**config.mk**
```make
export PLATFORM = sky130hd
export DESIGN_NAME = smbus_cfg_slave
export DESIGN_NICKNAME = d
export VERILOG_FILES = /design/src/rtl/smbus_cfg_pkg.sv /design/src/rtl/smbus_line_sync.sv /design/src/rtl/smbus_byte_engine.sv /design/src/rtl/smbus_reg_bank.sv /design/src/rtl/smbus_cfg_slave.sv
export SDC_FILE = /design/constraint.sdc
export NUM_CORES = 1
export LEC_CHECK = 0
export ABC_AREA = 1
export BUFFER_PORTS_ARGS = -buffer_cell sky130_fd_sc_hd__buf_4
export CAP_MARGIN = 20
export CORE_ASPECT_RATIO = 1.2
export CORE_MARGIN = 5
export CORE_UTILIZATION = 60
export DETAILED_ROUTE_END_ITERATION = 8
export HOLD_SLACK_MARGIN = 0.08
export PLACE_DENSITY = 0.9
export SYNTH_ARGS = -nofsm -noshare
export SYNTH_HDL_FRONTEND = slang
export SYNTH_SLANG_ARGS = --single-unit
export TNS_END_PERCENT = 10
```
**constraint.sdc**
```tcl
create_clock -name clk_i -period 3.6 [get_ports clk_i]
set_clock_uncertainty 0.15 [all_clocks]
set_input_delay 0.54 -clock clk_i [delete_from_list [all_inputs] [get_ports clk_i]]
set_output_delay 0.54 -clock clk_i [all_outputs]
set_load 0.01 [all_outputs]
```
**src/rtl/smbus_cfg_pkg.sv**
```systemverilog
package smbus_cfg_pkg;
  localparam int BYTE_W = 8;

  typedef enum logic [2:0] {
    PH_IDLE,
    PH_ADDR,
    PH_CMD,
    PH_CNT,
    PH_DATA
  } phase_e;
endpackage

```
**src/rtl/smbus_line_sync.sv**
```systemverilog
module smbus_line_sync #(
  parameter int STAGES = 2
) (
  input  logic clk_i,
  input  logic rst_ni,
  input  logic scl_i,
  input  logic sda_i,
  output logic scl_o,
  output logic sda_o,
  output logic start_o,
  output logic stop_o,
  output logic scl_rise_o,
  output logic scl_fall_o
);
  logic [STAGES-1:0] scl_pipe, sda_pipe;
  logic scl_q, sda_q;

  // idle bus is high, so synchronizers reset to 1
  always_ff @(posedge clk_i or negedge rst_ni) begin
    if (!rst_ni) begin
      scl_pipe <= '1;
      sda_pipe <= '1;
      scl_q    <= 1'b1;
      sda_q    <= 1'b1;
    end else begin
      scl_pipe <= {scl_pipe[STAGES-2:0], scl_i};
      sda_pipe <= {sda_pipe[STAGES-2:0], sda_i};
      scl_q    <= scl_pipe[STAGES-1];
      sda_q    <= sda_pipe[STAGES-1];
    end
  end

  assign scl_o      = scl_pipe[STAGES-1];
  assign sda_o      = sda_pipe[STAGES-1];
  assign start_o    = scl_o & scl_q & sda_q & ~sda_o;
  assign stop_o     = scl_o & scl_q & ~sda_q & sda_o;
  assign scl_rise_o = scl_o & ~scl_q;
  assign scl_fall_o = ~scl_o & scl_q;
endmodule

```
**src/rtl/smbus_byte_engine.sv**
```systemverilog
module smbus_byte_engine
  import smbus_cfg_pkg::*;
#(
  parameter logic [7:0] ADDR_BYTE = 8'hD2,
  parameter int         NUM_REGS  = 3,
  localparam int        IDX_W     = $clog2(NUM_REGS + 1)
) (
  input  logic              clk_i,
  input  logic              rst_ni,
  input  logic              scl_lvl_i,
  input  logic              sda_lvl_i,
  input  logic              start_i,
  input  logic              stop_i,
  input  logic              scl_rise_i,
  input  logic              scl_fall_i,
  output logic              ack_o,
  output logic              wr_en_o,
  output logic [IDX_W-1:0]  wr_idx_o,
  output logic [BYTE_W-1:0] wr_data_o
);
  phase_e            phase_q;
  logic [3:0]        bit_cnt_q;
  logic [BYTE_W-1:0] shreg_q;
  logic [IDX_W-1:0]  idx_q;
  logic              ack_q;

  always_ff @(posedge clk_i or negedge rst_ni) begin
    if (!rst_ni) begin
      phase_q   <= PH_IDLE;
      bit_cnt_q <= '0;
      shreg_q   <= '0;
      idx_q     <= '0;
      ack_q     <= 1'b0;
      wr_en_o   <= 1'b0;
      wr_idx_o  <= '0;
      wr_data_o <= '0;
    end else begin
      wr_en_o <= 1'b0;
      if (start_i) begin
        phase_q   <= PH_ADDR;
        bit_cnt_q <= '0;
        ack_q     <= 1'b0;
      end else if (stop_i) begin
        phase_q   <= PH_IDLE;
        bit_cnt_q <= '0;
        ack_q     <= 1'b0;
      end else if (phase_q != PH_IDLE) begin
        if (scl_rise_i && bit_cnt_q < 4'd8) begin
          shreg_q   <= {shreg_q[BYTE_W-2:0], sda_lvl_i};
          bit_cnt_q <= bit_cnt_q + 4'd1;
        end else if (scl_fall_i && bit_cnt_q == 4'd8) begin
          if (ack_q) begin
            // end of ninth clock: release SDA, next byte
            ack_q     <= 1'b0;
            bit_cnt_q <= '0;
          end else begin
            unique case (phase_q)
              PH_ADDR: begin
                if (shreg_q == ADDR_BYTE) begin
                  ack_q   <= 1'b1;
                  phase_q <= PH_CMD;
                end else begin
                  phase_q <= PH_IDLE;
                end
              end
              PH_CMD: begin
                ack_q   <= 1'b1;
                phase_q <= PH_CNT;
              end
              PH_CNT: begin
                ack_q   <= 1'b1;
                phase_q <= PH_DATA;
                idx_q   <= '0;
              end
              PH_DATA: begin
                ack_q <= 1'b1;
                if (idx_q < IDX_W'(NUM_REGS)) begin
                  wr_en_o   <= 1'b1;
                  wr_idx_o  <= idx_q;
                  wr_data_o <= shreg_q;
                  idx_q     <= idx_q + 1'b1;
                end
              end
              default: phase_q <= PH_IDLE;
            endcase
          end
        end
      end
    end
  end

  assign ack_o = ack_q;

  AST_ACK_SET_SCL_LOW: assert property (@(posedge clk_i) disable iff (!rst_ni)
    $rose(ack_q) |-> !scl_lvl_i);
  AST_ACK_RELEASE: assert property (@(posedge clk_i) disable iff (!rst_ni)
    (ack_q && scl_fall_i) |=> !ack_q);
  AST_WR_IDX_RANGE: assert property (@(posedge clk_i) disable iff (!rst_ni)
    wr_en_o |-> (wr_idx_o < IDX_W'(NUM_REGS)));
  AST_WR_WITH_ACK: assert property (@(posedge clk_i) disable iff (!rst_ni)
    wr_en_o |-> ack_q);
endmodule

```
**src/rtl/smbus_reg_bank.sv**
```systemverilog
module smbus_reg_bank
  import smbus_cfg_pkg::*;
#(
  parameter int                         NUM_REGS = 3,
  parameter logic [NUM_REGS*BYTE_W-1:0] DEFAULTS = 24'h7FCF0C,
  localparam int                        IDX_W    = $clog2(NUM_REGS + 1)
) (
  input  logic                         clk_i,
  input  logic                         rst_ni,
  input  logic                         wr_en_i,
  input  logic [IDX_W-1:0]             wr_idx_i,
  input  logic [BYTE_W-1:0]            wr_data_i,
  output logic [NUM_REGS*BYTE_W-1:0]   regs_o
);
  for (genvar i = 0; i < NUM_REGS; i++) begin : g_reg
    always_ff @(posedge clk_i or negedge rst_ni) begin
      if (!rst_ni)
        regs_o[i*BYTE_W +: BYTE_W] <= DEFAULTS[i*BYTE_W +: BYTE_W];
      else if (wr_en_i && wr_idx_i == IDX_W'(i))
        regs_o[i*BYTE_W +: BYTE_W] <= wr_data_i;
    end
  end

  AST_REG_ONLY_ON_WRITE: assert property (@(posedge clk_i) disable iff (!rst_ni)
    !wr_en_i |=> $stable(regs_o));
endmodule

```
**src/rtl/smbus_cfg_slave.sv**
```systemverilog
module smbus_cfg_slave
  import smbus_cfg_pkg::*;
#(
  parameter logic [7:0]                 ADDR_BYTE = 8'hD2,
  parameter int                         NUM_REGS  = 3,
  parameter logic [NUM_REGS*BYTE_W-1:0] DEFAULTS  = 24'h7FCF0C,
  parameter int                         SYNC_STG  = 2,
  localparam int                        IDX_W     = $clog2(NUM_REGS + 1)
) (
  input  logic                       clk_i,
  input  logic                       rst_ni,
  input  logic                       pwrdn_ni,
  input  logic                       scl_i,
  input  logic                       sda_i,
  output logic                       scl_o,
  output logic                       scl_oe_o,
  output logic                       sda_o,
  output logic                       sda_oe_o,
  output logic [NUM_REGS*BYTE_W-1:0] regs_o
);
  logic scl_s, sda_s, start, stop, scl_rise, scl_fall, ack;
  logic              wr_en;
  logic [IDX_W-1:0]  wr_idx;
  logic [BYTE_W-1:0] wr_data;

  smbus_line_sync #(.STAGES(SYNC_STG)) u_sync (
    .clk_i      (clk_i),
    .rst_ni     (rst_ni),
    .scl_i      (scl_i),
    .sda_i      (sda_i),
    .scl_o      (scl_s),
    .sda_o      (sda_s),
    .start_o    (start),
    .stop_o     (stop),
    .scl_rise_o (scl_rise),
    .scl_fall_o (scl_fall)
  );

  smbus_byte_engine #(.ADDR_BYTE(ADDR_BYTE), .NUM_REGS(NUM_REGS)) u_engine (
    .clk_i      (clk_i),
    .rst_ni     (rst_ni),
    .scl_lvl_i  (scl_s),
    .sda_lvl_i  (sda_s),
    .start_i    (start),
    .stop_i     (stop),
    .scl_rise_i (scl_rise),
    .scl_fall_i (scl_fall),
    .ack_o      (ack),
    .wr_en_o    (wr_en),
    .wr_idx_o   (wr_idx),
    .wr_data_o  (wr_data)
  );

  smbus_reg_bank #(.NUM_REGS(NUM_REGS), .DEFAULTS(DEFAULTS)) u_bank (
    .clk_i     (clk_i),
    .rst_ni    (rst_ni),
    .wr_en_i   (wr_en),
    .wr_idx_i  (wr_idx),
    .wr_data_i (wr_data),
    .regs_o    (regs_o)
  );

  // open-drain: SCL never driven, SDA only pulled low for acknowledge
  assign scl_o    = 1'b0;
  assign scl_oe_o = 1'b0;
  assign sda_o    = 1'b0;
  assign sda_oe_o = ack;

  AST_PWRDN_HOLD: assert property (@(posedge clk_i) disable iff (!rst_ni)
    (!pwrdn_ni && !wr_en) |=> $stable(regs_o));
endmodule

```
=== Word level (Yosys, flattened, before mapping) ===
Cells that the tools add are included.

* Input port bits: 5
* Flip-flop bits (word level): 59
* Logic and storage cells: 97
* Output and inout bits: 28

* Equality and inequality tests: 12
* Reductions and logical operators: 19
* Bitwise gates (word level): 15
* Add/sub/neg operators: 2
* $lt $le $gt $ge: 2
* Mux-type cells: 32

{| class="wikitable"
|+ Operators with widths
! operator !! number
|-
| two-way mux 4 bit || 6
|-
| two-way mux 3 bit || 6
|-
| AND reduction 8 bit || 2
|-
| two-way mux 1 bit || 15
|-
| case mux 3 bit (4 select lines) || 1
|-
| != test 3 bit (second input constant) || 3
|-
| nonzero test 3 bit || 3
|-
| == test 8 bit (second input constant) || 1
|-
| NOT 1 bit || 8
|-
| nonzero test 4 bit || 2
|-
| AND 1 bit || 7
|-
| == test 3 x 2 -> 1 bit (second input constant) || 2
|-
| AND reduction 3 bit || 2
|-
| logical AND 1 bit || 5
|-
| AND reduction 5 bit || 1
|-
| adder 4 x 1 -> 4 bit (second input constant) || 1
|-
| == test 4 bit (second input constant) || 1
|-
| < comparator 4 bit (second input constant) || 1
|-
| two-way mux 2 bit || 2
|-
| case mux 2 bit (2 select lines) || 1
|-
| AND reduction 4 bit || 1
|-
| == test 3 x 1 -> 1 bit (second input constant) || 1
|-
| == test 3 bit (second input constant) || 1
|-
| OR reduction 3 bit || 1
|-
| other kinds (8) || 8
|}

=== Depth between registers and ports, before layout ===
Gate-level depths: netlist of the first run.

* Depth after elaboration: 9
* Gate-level depth with buffers: 10
* Depth with buffers taken out: 10

=== By module ===
A second synthesis of the first run with hierarchy kept.

* Cell total of the unflattened synthesis: 298
* Area total of the unflattened synthesis: 2736.4 um2

{| class="wikitable"
|+ By module, submodules not included
! module !! area each (um2) !! sequential area each (um2) !! instances !! cells an instance
|-
| smbus_byte_engine || 1441.4 || 725.7 || 1 || 170
|-
| smbus_reg_bank || 1069.8 || 619.3 || 1 || 107
|-
| smbus_line_sync || 198.9 || 157.7 || 1 || 17
|-
| smbus_cfg_slave || 26.3 || 0.0 || 1 || 4
|}

=== Worst setup path after synthesis of the first run ===
Ideal clock, no wire load.

* Path type: register to register
* From: register u_sync.scl_q
* To: register u_engine.phase_q[1]
* Stages on the path, launching flop included: 8
* Period minus slack after synthesis: 1.467 ns
* Slack: 2.133 ns
* Library setup time: 0.117 ns
* Data arrival time: 1.200 ns
* Required time: 3.333 ns
* Path buffers: 0
* Cells stage by stage: dfstp_2 -> inv_1 -> nor2_1 -> nand3_2 -> nor2_1 -> nand2_2 -> nand3_1 -> nand2_1

* Longest elaborated chain between the ends: 5
* Elaborated cells on any way between the ends: 18
* Classes of those cells: eq/ne (3); mux (2); bitwise (8); reduce/logical (5)

{| class="wikitable"
|+ Ends and longest elaborated chain
! element !! line !! source
|-
| start, declared || smbus_line_sync.sv:16 || <nowiki>logic scl_q, sda_q;</nowiki>
|-
| start signal, assigned || smbus_line_sync.sv:28 || <nowiki>scl_q <= scl_pipe[STAGES-1];</nowiki>
|-
| AND 1 bit or NOT 1 bit (tied branches) || smbus_line_sync.sv:35, smbus_line_sync.sv:36, smbus_line_sync.sv:37 ||
|-
| AND 1 bit, on equally long branches || smbus_line_sync.sv:35, smbus_line_sync.sv:36, smbus_line_sync.sv:37 ||
|-
| AND 1 bit, or another cell as far along || smbus_line_sync.sv:35 || <nowiki>assign start_o = scl_o & scl_q & sda_q & ~sda_o;</nowiki>
|-
| != test 3 bit (no line), or another cell as far along || -- ||
|-
| AND reduction 5 bit (no line) or two-way mux 3 bit (tied branches) || -- ||
|-
| end signal, assigned || smbus_byte_engine.sv:29 || <nowiki>phase_q <= PH_IDLE;</nowiki>
|-
| end signal, assigned || smbus_byte_engine.sv:40 || <nowiki>phase_q <= PH_ADDR;</nowiki>
|-
| end signal, assigned || smbus_byte_engine.sv:44 || <nowiki>phase_q <= PH_IDLE;</nowiki>
|-
| end, declared || smbus_byte_engine.sv:21 || <nowiki>phase_e phase_q;</nowiki>
|}

Parallel ways exist; a longest one is shown, timed or not.
A chain may end at the register's enable or synchronous reset.

=== Final worst setup path of the first run ===
* From: register u_sync.scl_q
* To: register u_engine.wr_data_o[6]

* Longest elaborated chain between the ends: 5
* Elaborated cells on any way between the ends: 14
* Classes of those cells: bitwise (11); reduce/logical (3)

{| class="wikitable"
|+ Ends and longest elaborated chain
! element !! line !! source
|-
| AND 1 bit or NOT 1 bit (tied branches) || smbus_line_sync.sv:35, smbus_line_sync.sv:36, smbus_line_sync.sv:37 ||
|-
| AND 1 bit, on equally long branches || smbus_line_sync.sv:36, smbus_line_sync.sv:35, smbus_line_sync.sv:37 ||
|-
| AND 1 bit, or another cell as far along || smbus_line_sync.sv:36 || <nowiki>assign stop_o = scl_o & scl_q & ~sda_q & sda_o;</nowiki>
|-
| NOT 1 bit (no line) || -- ||
|-
| AND reduction 8 bit (no line) (*) || -- ||
|-
| end signal, assigned || smbus_byte_engine.sv:80 || <nowiki>wr_data_o <= shreg_q;</nowiki>
|-
| end, declared || smbus_byte_engine.sv:19 || <nowiki>output logic [BYTE_W-1:0] wr_data_o</nowiki>
|}

Every way passes the cells marked *; elsewhere a longest branch is shown, timed or not.

==> impl_metrics.env, run 1 <==
export IMPL_crit_required_ps=3710
export IMPL_crit_fanout=21
export IMPL_avgSynthCellArea_sq_um=9.18
export IMPL_setup_violations=0
export IMPL_finalHoldViolCount=0
export IMPL_clkLatencyLatePin_ps=330
export IMPL_multi_input_area_sq_um=906
export IMPL_area_growth_syn_to_layout_pct=16.2
export IMPL_io_pins=33
export IMPL_seq_area_sq_um=1500
export IMPL_timing_rr_start="u_sync.scl_q"
export IMPL_fin_area_sq_um=3020
export IMPL_peakVddDrop_v=0.000388
export IMPL_drc=0
export IMPL_min_path_type="input pin to async pin"
export IMPL_drv_slew=0
export IMPL_cts_tree="done"
export IMPL_insertedDiodeCount=0
export IMPL_synthesis_instances=283
export IMPL_grt_pass1_vias=1951
export IMPL_period_share_pct=50.5
export IMPL_period_needed_ps=1820
export IMPL_fill_cells=317
export IMPL_via_per_inst=5.19
export IMPL_drt_wirelength_per_cell_microns=12.3
export IMPL_cp_arrival_ps=1930
export IMPL_ys_seq_area_share_pct=57.9
export IMPL_rows=26
export IMPL_power_density_nw_per_um2=468
export IMPL_antenna_found_initial=0
export IMPL_dpl_cell_area_sq_um=2810
export IMPL_drt_total_wl_mm=4.61
export IMPL_outcome="finished clean"
export IMPL_drive_gt1_share_pct=27.4
export IMPL_slowest_stage="dfstp_2"
export IMPL_path_clk_slew_ps=60
export IMPL_cts_sinks=59
export IMPL_grt_usage_pct=18.3
export IMPL_path_class="flip-flop to flip-flop"
export IMPL_die_area_sq_um=5750
export IMPL_r2r_end="u_engine.wr_data_o[6]"
export IMPL_clockBufferDepth=2
export IMPL_start_util_pct=61.4
export IMPL_slew_headroom_pct=54.4
export IMPL_globalRoute_totalOverflow=0
export IMPL_max_freq_ghz=0.550
export IMPL_grt_setup_unrepaired="no"
export IMPL_reg2regPathDepth=6
export IMPL_ys_warn_count=0
export IMPL_worst_pin_slew_ps=685
export IMPL_coreArea_sq_um=4230
export IMPL_tns_ps=0
export IMPL_chipHeight_microns=82.1
export IMPL_place_inst=358
export IMPL_postCtsSetupRepairBufs=0
export IMPL_portBuffers=28
export IMPL_first_pass_iters=4
export IMPL_grt_pass1_wl_mm=8.10
export IMPL_power_total_uw=1410
export IMPL_nNetsFinal=321
export IMPL_ctsResizeCount=0
export IMPL_vias=1940
export IMPL_first_iter_violations=152
export IMPL_final_instance_count_excl_fill=374
export IMPL_h_tree_depth=3
export IMPL_pre_cts_slack_ps=1770
export IMPL_synth_seq_cells=59
export IMPL_p_leak_uw=0.00146
export IMPL_dp_hpwl_mm=3.27
export IMPL_path_cells="inv_1 > nor2_1 > nand3_2 > nor2_4 > nand2_1 > o21ai_2"
export IMPL_rrSetupSlack_ps=1780
export IMPL_cts_made_buffers=9
export IMPL_cts_hold_buf=0
export IMPL_grt_start_max_net_pins=60
export IMPL_crit_path_max_incr_delay_ps=520
export IMPL_endpoint_kind="flip-flop"
export IMPL_max_cap_violations=0
export IMPL_die_w_microns=70.1
export IMPL_setup_slack_ps=1780
export IMPL_cts_root_buffer="clkbuf_8"
export IMPL_ant_nets=0
export IMPL_gp_congestion=0.759
export IMPL_critPathLaunchType="flip-flop"
export IMPL_syn_area_sq_um=2600
export IMPL_synth_cell_types=25
-- cell usage after synthesis, drive strengths merged --
library cell,count,area share (%)
o21ai,40,9.0
nor4,1,0.24
nand2,84,13
nor2,22,3.9
xnor2,1,0.34
nor3,1,0.19
clkbuf,3,0.43
ha,3,1.4
nand3,24,5.0
nand4,1,0.82
dfstp,21,21
inv,31,4.5
dfrtp,38,37
a21oi,4,0.92
conb,1,0.14
buf,8,2.6
-- layout by cell type (no fill, tap or decap), drive strengths merged --
cell	netlist	final
bufinv	0	1
dfrtp	38	38
ha	3	3
nor4	1	1
o21ai	40	40
clkbuf	3	12
nor3	1	1
clkinvlp	0	1
conb	1	3
nand2	84	84
inv	31	31
clkinv	0	2
dfstp	21	21
nand3	24	24
buf	8	28
a21oi	4	4
xnor2	1	1
nand4	1	1
nor2	22	22
-- state kept, by name (all words and copies together) (netlist names) --
name	flops
u_engine.ack_o	1
u_engine.phase_q	3
u_engine.wr_data_o	8
u_engine.wr_idx_o	2
u_sync.scl_pipe	2
u_engine.bit_cnt_q	4
u_sync.scl_q	1
u_engine.shreg_q	8
u_sync.sda_pipe	2
u_engine.wr_en_o	1
u_engine.idx_q	2
u_sync.sda_q	1
u_bank.regs_o	24
-- report_power, final --
part / internal [uW] / switching (uW) / leakage [uW]
registers: 695 / 22.5 / 0.000743
clock network: 373 / 244 / 0.000108
logic: 24.1 / 52.2 / 0.000604
-- metrics by stage --
stage                     hold slack (ps)  utilization, %
after floorplan                      94.4               -
after global placement                196            66.3
after detailed placement              197            66.3
after CTS                             119            71.4
after global routing                  154            71.4
final                                 106            71.4
-- cells by family (layout without fill, tap and decap cells) --
kind of cell,Yosys count,in the layout,synth area share (%)
AOI/OAI and AO/OA,44,44,9.92
xor gates and xnor gates,1,1,0.337
adders and majority gates,3,3,1.45
buffers and inverters,42,75,7.56
DFF,59,59,57.9
other,1,3,0.144
and+or+nand+nor,133,133,22.7
-- critical path: cells and delay by family (launching register included) --
family | cells | cell delay [ps]
and+or+nand+nor | 4 | 910
buffers and inverters | 1 | 80
DFF | 1 | 520
AOI/OAI and AO/OA | 1 | 80
-- how the worst max path moves through the flow --
stage,slack (ps),to,from
2_1_floorplan,2130,u_engine.phase_q[1],u_sync.scl_q
5_1_grt,1600,u_engine.wr_data_o[6],u_engine.bit_cnt_q[0]
3_5_place_dp,1770,u_engine.wr_idx_o[0],u_sync.scl_q
4_1_cts,1770,u_engine.wr_idx_o[0],u_sync.scl_q
6_report,1780,u_engine.wr_data_o[6],u_sync.scl_q
3_3_place_gp,1820,u_engine.wr_idx_o[0],u_sync.scl_q
-- metal layers --
layer | GRT usage [%] | vias up | wire, microns
met2 | 35.2 | 49 | 2410
li1 | - | 948 | -
met4 | 11.5 | 0 | 91
met3 | 4.28 | 7 | 271
met5 | 0 | - | 0
met1 | 17.5 | 936 | 1840
-- cell type report --
class                   count  share of cell area [%]
multi-input cells         184                    30.0
flip-flops and latches     59                    49.8
clock inverters             4                    1.58
well taps                  56                    2.32
repair buffers             28                    6.97
clock buffers              12                    5.47
inverters                  31                    3.86
Note: power is estimated with default switching activity, not from simulation.
==> run 2: changes to the inputs <==
--- a/config.mk
+++ b/config.mk
@@ -5,15 +5,15 @@
 export SDC_FILE = /design/constraint.sdc
 export NUM_CORES = 1
 export LEC_CHECK = 0
-export ABC_AREA = 1
+export ABC_AREA = 0
 export BUFFER_PORTS_ARGS = -buffer_cell sky130_fd_sc_hd__buf_4
 export CAP_MARGIN = 20
 export CORE_ASPECT_RATIO = 1.2
 export CORE_MARGIN = 5
-export CORE_UTILIZATION = 60
+export CORE_UTILIZATION = 51
 export DETAILED_ROUTE_END_ITERATION = 8
 export HOLD_SLACK_MARGIN = 0.08
-export PLACE_DENSITY = 0.9
+export PLACE_DENSITY = 0.83
 export SYNTH_ARGS = -nofsm -noshare
 export SYNTH_HDL_FRONTEND = slang
 export SYNTH_SLANG_ARGS = --single-unit
==> constraint.sdc (replaced) <==
create_clock -name clk_i -period 1.5 [get_ports clk_i]
set_clock_uncertainty 0.15 [all_clocks]
set_input_delay 0.225 -clock clk_i [delete_from_list [all_inputs] [get_ports clk_i]]
set_output_delay 0.225 -clock clk_i [all_outputs]
set_load 0.01 [all_outputs]
==> impl_metrics.env, run 2 <==
export IMPL_outcome="finished with violations"
export IMPL_violations="setup timing"
export IMPL_ys_seq_area_share_pct=59.1
export IMPL_synth_edf_count=0
export IMPL_fin_util_pct=69.9
export IMPL_met2_length_mm=2.82
export IMPL_path_class="flip-flop to flip-flop"
export IMPL_wl_met1_mm=1.94
export IMPL_power_total_uw=3920
export IMPL_antenna_found_initial=0
export IMPL_cp_arrival_ps=1860
export IMPL_clkPwrFrac_pct=35.6
export IMPL_path_cells="ha_2 > nor4b_4 > buf_4 > nand2b_4 > mux2_4"
export IMPL_synthesis_instances=171
export IMPL_seq_area_sq_um=1510
export IMPL_cts_root_buffer="clkbuf_8"
export IMPL_internal_power_uw=2950
export IMPL_yosys_area_top_type_share_pct=37.4
export IMPL_fill_cells=316
export IMPL_pre_cts_slack_ps=-367
export IMPL_multi_input_area_sq_um=1070
export IMPL_reg2regPathDepth=5
export IMPL_grt_setup_unrepaired="yes"
export IMPL_gp_congestion=0.854
export IMPL_rows=28
export IMPL_finalHoldViolCount=0
export IMPL_cts_made_buffers=9
export IMPL_first_iter_violations=45
export IMPL_wl_met3_microns=234
export IMPL_yosys_most_used_dff="dfrtp_1"
export IMPL_max_cap_violations=0
export IMPL_die_area_sq_um=6510
export IMPL_crit_required_ps=1560
export IMPL_setup_violations=28
export IMPL_switching_share_pct=24.7
export IMPL_nNetsFinal=258
export IMPL_critPathLaunchType="flip-flop"
export IMPL_h_tree_depth=3
export IMPL_drive_gt1_share_pct=65.1
export IMPL_drt_wirelength_per_cell_microns=16.1
export IMPL_largest_reg_flops=24
export IMPL_cts_tree="done"
export IMPL_clockBufferDepth=2
export IMPL_synthTopCellsByCount="38 x dfrtp_1, 33 x mux2_2, 21 x dfstp_2"
export IMPL_ys_warn_count=0
export IMPL_period_share_pct=119
export IMPL_chipHeight_microns=87.4
export IMPL_dp_hpwl_mm=3.63
export IMPL_p_switching_uw=968
export IMPL_r2r_end="u_engine.wr_data_o[7]"
export IMPL_drt_total_wl_mm=5.08
export IMPL_p_leak_uw=0.00177
export IMPL_drv_slew=0
export IMPL_start_util_pct=51.9
export IMPL_cts_sinks=59
export IMPL_clkLatencyLatePin_ps=340
export IMPL_grt_start_max_net_pins=32
export IMPL_path_clk_slew_ps=60
export IMPL_die_w_microns=74.5
export IMPL_hold_ws_ps=205
export IMPL_grt_pass1_wl_mm=8.27
export IMPL_synth_seq_cells=59
export IMPL_via_per_inst=5.20
export IMPL_insertedDiodeCount=0
export IMPL_setup_slack_ps=-290
export IMPL_rrSetupSlack_ps=-290
export IMPL_endpoint_kind="flip-flop"
export IMPL_tns_ps=-4950
export IMPL_regMostFlops="u_bank.regs_o"
export IMPL_grt_pass1_vias=1766
export IMPL_peakVddDrop_v=0.000741
export IMPL_final_common_cell="buf_4"
export IMPL_min_path_type="input pin to async pin"
export IMPL_area_growth_syn_to_layout_pct=34.8
export IMPL_grt_usage_pct=17.3
export IMPL_max_freq_ghz=0.559
export IMPL_final_cell_mix="66 x buf_4, 36 x dfrtp_1, 25 x mux2_2, 21 x dfstp_2, 18 x mux2_4"
export IMPL_drc=0
export IMPL_timing_rr_start="u_engine.idx_q[1]"
export IMPL_crit_buf_inv=1
export IMPL_combPwrFrac_pct=17.4
export IMPL_power_density_nw_per_um2=1140
export IMPL_yosys_area_top_type="dfrtp_1"
export IMPL_coreArea_sq_um=4900
export IMPL_seqPwrFrac_pct=47.0
export IMPL_yosysMostFrequentCell="dfrtp_1"
export IMPL_crit_path_max_incr_delay_ps=390
export IMPL_synth_cell_types=38
export IMPL_globalRoute_totalOverflow=0
export IMPL_syn_area_sq_um=2540
export IMPL_async_reset_ff_share_pct=100
export IMPL_ant_nets=0
export IMPL_slowest_stage="dfrtp_1"
export IMPL_avgSynthCellArea_sq_um=14.9
export IMPL_io_pins=33
export IMPL_path_delay_family="simple AND/OR/NAND/NOR gates"
export IMPL_synthTopCellsByArea="dfrtp_1 37%, dfstp_2 22%, mux2_2 15%"
export IMPL_first_pass_iters=4
export IMPL_top_layer="met4"
export IMPL_reg_top3="u_bank.regs_o: 24 flops, u_engine.shreg_q: 8 flops, u_engine.wr_data_o: 8 flops"
export IMPL_vias=1637
export IMPL_crit_fanout=6
export IMPL_period_needed_ps=1790
export IMPL_portBuffers=28
[run 2: final cells by class]
type | instances | share of cell area (%)
Clock buffer | 11 | 4.12
Inverter | 4 | 0.438
Multi-Input combinational cell | 105 | 31.3
Timing Repair Buffer | 71 | 16.5
Clock inverter | 5 | 1.53
Sequential cell | 59 | 43.9
Tap cell | 60 | 2.19
[run 2: worst max path at each step]
stage | from | end | slack, ps | cells past startpoint
global route | u_engine.bit_cnt_q[0] | u_engine.bit_cnt_q[1] | -330 | 7
finish | u_engine.idx_q[1] | u_engine.wr_data_o[7] | -290 | 5
detailed placement | u_engine.bit_cnt_q[1] | u_engine.idx_q[0] | -370 | 6
CTS | u_engine.idx_q[0] | u_engine.wr_data_o[7] | -270 | 5
global placement | u_engine.bit_cnt_q[1] | u_engine.idx_q[0] | -320 | 6
floorplan | u_engine.bit_cnt_q[0] | u_engine.wr_data_o[0] | -330 | 7
[run 2: cell families after synthesis]
logic type / after synthesis / synth area share (%)
other: 1 / 0.147
flip-flops: 59 / 59.1
multiplexers: 45 / 21.3
AO/OA/AOI/OAI: 16 / 3.74
buffers and inverters: 10 / 2.80
AND/OR/NAND/NOR: 37 / 11.5
adder cells (fa/ha/maj): 3 / 1.48
[run 2: layer usage]
| layer | up-vias | global-route usage (%) |
|---|---|---|
| li1 | 772 | - |
| met1 | 828 | 18.2 |
| met2 | 29 | 31.2 |
| met3 | 8 | 5.89 |
| met4 | 0 | 6.63 |
| met5 | - | 0 |
[run 2: power groups by stage]
stage               Clock, uW  Sequential (uW)  Combinational, uW
floorplan                   0             1850                257
global placement            0             1850                516
detailed placement          0             1860                539
CTS                      1430             1840                585
global route             1500             1860                748
finish                   1390             1840                683
[run 2: per-stage QoR]
stage	instances	area (sq um)
after floorplan	173	2550
after global placement	292	3080
after detailed placement	292	3080
after CTS	314	3380
after global routing	315	3430
final	315	3430
[run 2: timing repair]
item / 4_1_cts / 5_1_grt
hold buffers: 3 / 0
buffers inserted: 2 / 1
hold endpoints to repair: 45 / 0
pin swaps: 6 / 1
gates resized for setup: 12 / 11
endpoints found under the setup margin: 29 / 29
cloned: 1 / 0
